==> config.mk <==
export PLATFORM = sky130hd
export DESIGN_NAME = intr_arbiter
export DESIGN_NICKNAME = d
export VERILOG_FILES = /design/src/rtl/intr_arb_pkg.sv /design/src/rtl/intr_sync_edge.sv /design/src/rtl/intr_pend_latch.sv /design/src/rtl/intr_pick.sv /design/src/rtl/intr_arbiter.sv
export SDC_FILE = /design/constraint.sdc
export NUM_CORES = 1
export LEC_CHECK = 0
export BUFFER_PORTS_ARGS = -buffer_cell sky130_fd_sc_hd__buf_2
export CAP_MARGIN = 20
export CORE_AREA = 2 2 39 41
export CTS_CLUSTER_SIZE = 20
export DETAILED_ROUTE_END_ITERATION = 8
export DIE_AREA = 0 0 41 43
export GPL_TIMING_DRIVEN = 0
export SYNTH_ARGS = -nofsm -noshare
export SYNTH_HDL_FRONTEND = slang
export SYNTH_SLANG_ARGS = --single-unit
export TNS_END_PERCENT = 30
==> constraint.sdc <==
create_clock -name clk -period 1.1 [get_ports clk]
set_clock_uncertainty 0.1 [all_clocks]
set_input_delay 0.22 -clock clk [delete_from_list [all_inputs] [get_ports clk]]
set_output_delay 0.22 -clock clk [all_outputs]
set_load 0.05 [all_outputs]
==> src/rtl/intr_arb_pkg.sv <==
package intr_arb_pkg;

    localparam int HW_SRC = 2;   // index 0 external, index 1 timer
    localparam int VEC_W  = 2;

    typedef enum logic [VEC_W-1:0] {
        VEC_NONE = 2'd0,
        VEC_EXT  = 2'd1,
        VEC_TMR  = 2'd2,
        VEC_SWI  = 2'd3
    } vec_e;

    typedef struct packed {
        logic mask;
        logic take;
        logic busy;
        vec_e vsel;
    } arb_state_t;

    function automatic vec_e vec_of(input int idx);
        logic [VEC_W-1:0] code;
        code = idx[VEC_W-1:0] + 2'd1;
        return vec_e'(code);
    endfunction

endpackage

==> src/rtl/intr_sync_edge.sv <==
module intr_sync_edge #(
    parameter int STAGES = 2
) (
    input  logic clk,
    input  logic rst_n,
    input  logic async_n,
    output logic fall_o
);
    localparam int TOP = STAGES;

    typedef struct packed {
        logic [TOP:0] chain;
    } sync_t;

    sync_t st_d, st_q;

    always_comb begin
        st_d       = st_q;
        st_d.chain = {st_q.chain[TOP-1:0], async_n};
        fall_o     = st_q.chain[TOP] & ~st_q.chain[TOP-1];
    end

    always_ff @(posedge clk or negedge rst_n) begin
        if (!rst_n) st_q <= '{chain: '1};
        else        st_q <= st_d;
    end


    fall_single_chk: assert property (@(posedge clk) disable iff (!rst_n)
        fall_o |=> !fall_o);

endmodule

==> src/rtl/intr_pend_latch.sv <==
module intr_pend_latch (
    input  logic clk,
    input  logic rst_n,
    input  logic set_i,
    input  logic clr_i,
    output logic pend_o
);
    typedef struct packed {
        logic pend;
    } latch_t;

    latch_t st_d, st_q;

    always_comb begin
        st_d      = st_q;
        st_d.pend = set_i | (st_q.pend & ~clr_i);
        pend_o    = st_q.pend;
    end

    always_ff @(posedge clk or negedge rst_n) begin
        if (!rst_n) st_q <= '{pend: 1'b0};
        else        st_q <= st_d;
    end


    pend_hold_chk: assert property (@(posedge clk) disable iff (!rst_n)
        pend_o && !clr_i |=> pend_o);


    set_wins_chk: assert property (@(posedge clk) disable iff (!rst_n)
        set_i |=> pend_o);

endmodule

==> src/rtl/intr_pick.sv <==
module intr_pick
    import intr_arb_pkg::*;
(
    input  logic [HW_SRC-1:0] pend_i,
    input  logic              mask_i,
    input  logic              swi_i,
    output logic              hw_ok_o,
    output logic              any_o,
    output vec_e              vec_o
);
    always_comb begin
        hw_ok_o = ~mask_i & (|pend_i);
        vec_o   = VEC_SWI;
        if (hw_ok_o) begin
            for (int i = HW_SRC - 1; i >= 0; i--) begin
                if (pend_i[i]) vec_o = vec_of(i);
            end
        end
        any_o = hw_ok_o | swi_i;
    end
endmodule

==> src/rtl/intr_arbiter.sv <==
module intr_arbiter
    import intr_arb_pkg::*;
#(
    parameter int SYNC_STAGES = 2
) (
    input  logic             clk,
    input  logic             rst_n,
    input  logic             irq_n,
    input  logic             timer_req,
    input  logic             instr_done,
    input  logic             swi_decode,
    input  logic             rti_restore_i,
    input  logic             rti_mask_i,
    input  logic             ack,
    output logic             take_int,
    output logic [VEC_W-1:0] vector_sel,
    output logic             mask_o
);
    logic              ext_fall;
    logic [HW_SRC-1:0] src_set;
    logic [HW_SRC-1:0] src_clr;
    logic [HW_SRC-1:0] pend;
    logic              hw_ok;
    logic              any_req;
    vec_e              pick_vec;
    arb_state_t        st_d, st_q;
    logic              grant;

    intr_sync_edge #(.STAGES(SYNC_STAGES)) u_sync (
        .clk    (clk),
        .rst_n  (rst_n),
        .async_n(irq_n),
        .fall_o (ext_fall)
    );

    assign src_set = {timer_req, ext_fall};

    for (genvar g = 0; g < HW_SRC; g++) begin : g_src
        assign src_clr[g] = ack & st_q.busy & (st_q.vsel == vec_of(g));
        intr_pend_latch u_latch (
            .clk   (clk),
            .rst_n (rst_n),
            .set_i (src_set[g]),
            .clr_i (src_clr[g]),
            .pend_o(pend[g])
        );
    end

    intr_pick u_pick (
        .pend_i (pend),
        .mask_i (st_q.mask),
        .swi_i  (swi_decode),
        .hw_ok_o(hw_ok),
        .any_o  (any_req),
        .vec_o  (pick_vec)
    );

    always_comb begin
        st_d  = st_q;
        grant = instr_done & ~st_q.busy & any_req;
        st_d.take = grant;
        if (grant) begin
            st_d.vsel = pick_vec;
            st_d.busy = 1'b1;
            st_d.mask = 1'b1;
        end else begin
            if (ack)           st_d.busy = 1'b0;
            if (rti_restore_i) st_d.mask = rti_mask_i;
        end
    end

    always_ff @(posedge clk or negedge rst_n) begin
        if (!rst_n) st_q <= '{mask: 1'b1, take: 1'b0, busy: 1'b0, vsel: VEC_NONE};
        else        st_q <= st_d;
    end

    assign take_int   = st_q.take;
    assign vector_sel = st_q.vsel;
    assign mask_o     = st_q.mask;


    take_pulse_chk: assert property (@(posedge clk) disable iff (!rst_n)
        take_int |=> !take_int);


    take_boundary_chk: assert property (@(posedge clk) disable iff (!rst_n)
        !instr_done |=> !take_int);


    hw_masked_chk: assert property (@(posedge clk) disable iff (!rst_n)
        take_int && (vector_sel == VEC_EXT || vector_sel == VEC_TMR) |-> !$past(mask_o));


    ext_first_chk: assert property (@(posedge clk) disable iff (!rst_n)
        instr_done && !st_q.busy && !mask_o && pend[0] |=> take_int && vector_sel == VEC_EXT);


    mask_on_take_chk: assert property (@(posedge clk) disable iff (!rst_n)
        $rose(take_int) |-> mask_o);


    swi_any_mask_chk: assert property (@(posedge clk) disable iff (!rst_n)
        instr_done && swi_decode && !st_q.busy |=> take_int);


    vec_hold_chk: assert property (@(posedge clk) disable iff (!rst_n)
        !take_int |-> $stable(vector_sel));

endmodule

==> reports/metrics.yaml <==
run_status:
  status: "complete, but fails checks"
  violations: "setup timing"
critical_path:
  cp.arrival_ps: 1040
  reg2reg_to: "st_q[2]"
  cp_slowest_stage_delay_ps: 640
  end_kind: "primary output"
  critPathKind: "flip-flop to primary output"
  start_kind: "flip-flop"
  worst_ep_required_time_ps: 780
  cp_max_fo: 4
  rrSetupSlack_ps: -150
  crit_path_top_delay_cell: "dfstp_4"
  worst_r2r_path_depth: 3
  critPathTopFamily: "flip-flops"
  path_cells: "buf_8"
  worstReg2RegStart: "mask_o"
  crit_buf_inv: 1
timing:
  finalSetupViolations: 9
  setup_ws_ps: -265
  min_period_ps: 1360
  period_share: 1.24
  relSlewSlack: 0.857
  finalHoldViolations: 0
  slew_violations: 0
  tightest_slew_ps: 215
  rsz0062_at_grt: "yes"
  max_freq_mhz: 733
placement:
  dpl_cell_area_um2: 507
  gp_congestion: 0.720
  place_inst: 63
  io_buffers: 12
  hpwl_um: 539
power_and_ir_drop:
  leakagePower_nw: 0.298
  totalPowerFinal_mw: 1.28
  ir_drop_uv: 1080
  power_density_nw_per_um2: 2040
floorplan:
  dieArea_um2: 1760
  die_w_um: 41
  start_util: 0.306
  fp-row-count: 14
  core_um2: 1380
  chipHeight_um: 43
  io_pins: 13
synth:
  synth_cells: 35
  ys_warn_count: 0
  synth.top_cell.area_share: 0.355
  muxShareOfSynthArea: 0.0237
  synth_cell_types: 20
  synth_compound_area_frac: 0.163
  ys_ff_latch: 10
  synth-xor-area-share: 0
  yosys-top-cells-count: "dfrtp_1, inv_1, dfstp_2"
  yosysSeqAreaShare: 0.604
  syn-num-nets: 44
  synth_ff_type: "dfrtp_1"
  syn_area_um2: 423
  yosysTopAreaCell: "dfrtp_1"
  synth_area_leaders: "dfrtp_1, dfstp_2, inv_1"
  yosys.area_share.adder: 0
  synth_top_family_by_area: "compound AO/OA/AOI/OAI gates"
  avgSynthCellArea_um2: 12.1
  ys_async_sr_fraction: 1.00
  synth_most_common_cell: "dfrtp_1"
  synth-edff-count: 0
  synth_simple_gate_area_frac: 0.130
grt:
  grt_overflow: 0
  grt_start_max_net_pins: 11
  antenna_found_initial: 0
  grt_usage: 0.114
  grt_pass1_wl_um: 1310
  grt_pass1_vias: 325
cells_and_area:
  regArea_um2: 259
  antennaDiodeCount: 0
  syn2layout_area_growth_pct: 48.8
  fin_cells: 72
  nets: 66
  num-fill-cells: 144
  final_cell_area_um2: 629
  layout-drive-gt1-share: 0.500
  multiInputGateArea_um2: 134
drt:
  wl_met1_um: 350
  wirelength_um: 765
  post_drt_wl_per_cell_um: 10.6
  vias_per_cell: 4.49
  ant_nets: 0
  drtIter0Drc: 1
  drc: 0
  highest_layer: "met3"
  vias: 323
  wl_met2_um: 381
  dr.pass1.iters: 2
  met3_length_um: 33
min_path:
  hp-start: "timer_req"
  holdPathStages: 2
  min_path_type: "primary input to flip-flop"
  min_to: "g_src[1].u_latch.pend_o"
clock_network:
  root_buffer: "clkbuf_4"
  cts-htree-levels: 1
  cts_buffer_depth: 2
  clkSinkCount: 10
  numCtsBuffers: 3
  cts_tree: "done"
  clk_pin_slew_ps: 70
  insertion_delay_ps: 270
run:
  timing.max_cap.violations: 0
worst reg2reg max path, delay by kind of cell (launching register included):
family,cells,cell delay (ps)
DFF,1,640
AOI/OAI and AO/OA,3,410
worst max path at each step:
stage               slack [ps]    from  cells after the start  endpoint
detailed placement        -160  mask_o                      3   st_q[2]
finish                    -260  mask_o                      1    mask_o
global placement          -160  mask_o                      3   st_q[2]
floorplan                 -200  mask_o                      3   st_q[2]
global route              -290  mask_o                      1    mask_o
CTS                       -280  mask_o                      1    mask_o
sequential cells by signal, summed over array words and instances (netlist names):
| name | flops |
|---|---|
| u_sync.st_q | 3 |
| g_src.u_latch.pend_o | 2 |
| vector_sel | 2 |
| mask_o | 1 |
| st_q | 1 |
| take_int | 1 |
per-layer routing:
metal,up-vias,global-route usage
met5,-,0
met4,0,0.100
met3,0,0.0314
met2,8,0.156
met1,155,0.138
li1,160,-
through the flow:
stage | TNS (ps) | setup WS, ps | utilization | hold slack (ps)
after floorplan | -685 | -205 | - | -176
after global placement | -507 | -159 | 0.366 | -15.7
after detailed placement | -519 | -160 | 0.366 | -7.32
after CTS | -1270 | -276 | 0.444 | 27.9
after global routing | -1540 | -291 | 0.455 | 35.4
final | -1190 | -265 | 0.455 | 33.5
cells in the final DEF (no fill, tap or decap), types with 2 or more instances in the layout:
cell type,count
dlygate4sd3_1,2
clkbuf_4,3
dfrtp_1,6
buf_4,3
buf_2,8
buf_8,3
o21ai_1,2
inv_1,5
a21oi_1,2
dfstp_2,3
buf_6,3
power by group:
part	total [mW]	leakage [nW]	switching [mW]	internal (mW)
Clock	0.335	0.0210	0.134	0.201
Combinational	0.465	0.171	0.233	0.232
Sequential	0.484	0.106	0.0474	0.436
area by class of cell:
class,count,share of cell area
flip-flops and latches,10,0.412
well taps,16,0.0318
repair buffers,17,0.221
clock buffers,4,0.0577
inverters,5,0.0298
plain buffers,2,0.0358
multi-input cells,18,0.213
logic make-up after synthesis:
| family | count (synthesis) |
|---|---|
| AO/OA/AOI/OAI | 10 |
| buffers and inverters | 7 |
| flip-flops | 10 |
| multiplexers | 1 |
| AND/OR/NAND/NOR | 7 |
timing repair:
item | in CTS | in global routing
endpoints found under the hold margin | 11 | 0
endpoints found under the setup margin | 9 | 10
resized for setup | 11 | 2
pin swaps | 2 | 0
hold buffers | 2 | 0
cloned | 0 | 0
buffers inserted | 2 | 1
Note: power is estimated with default switching activity, not from simulation.
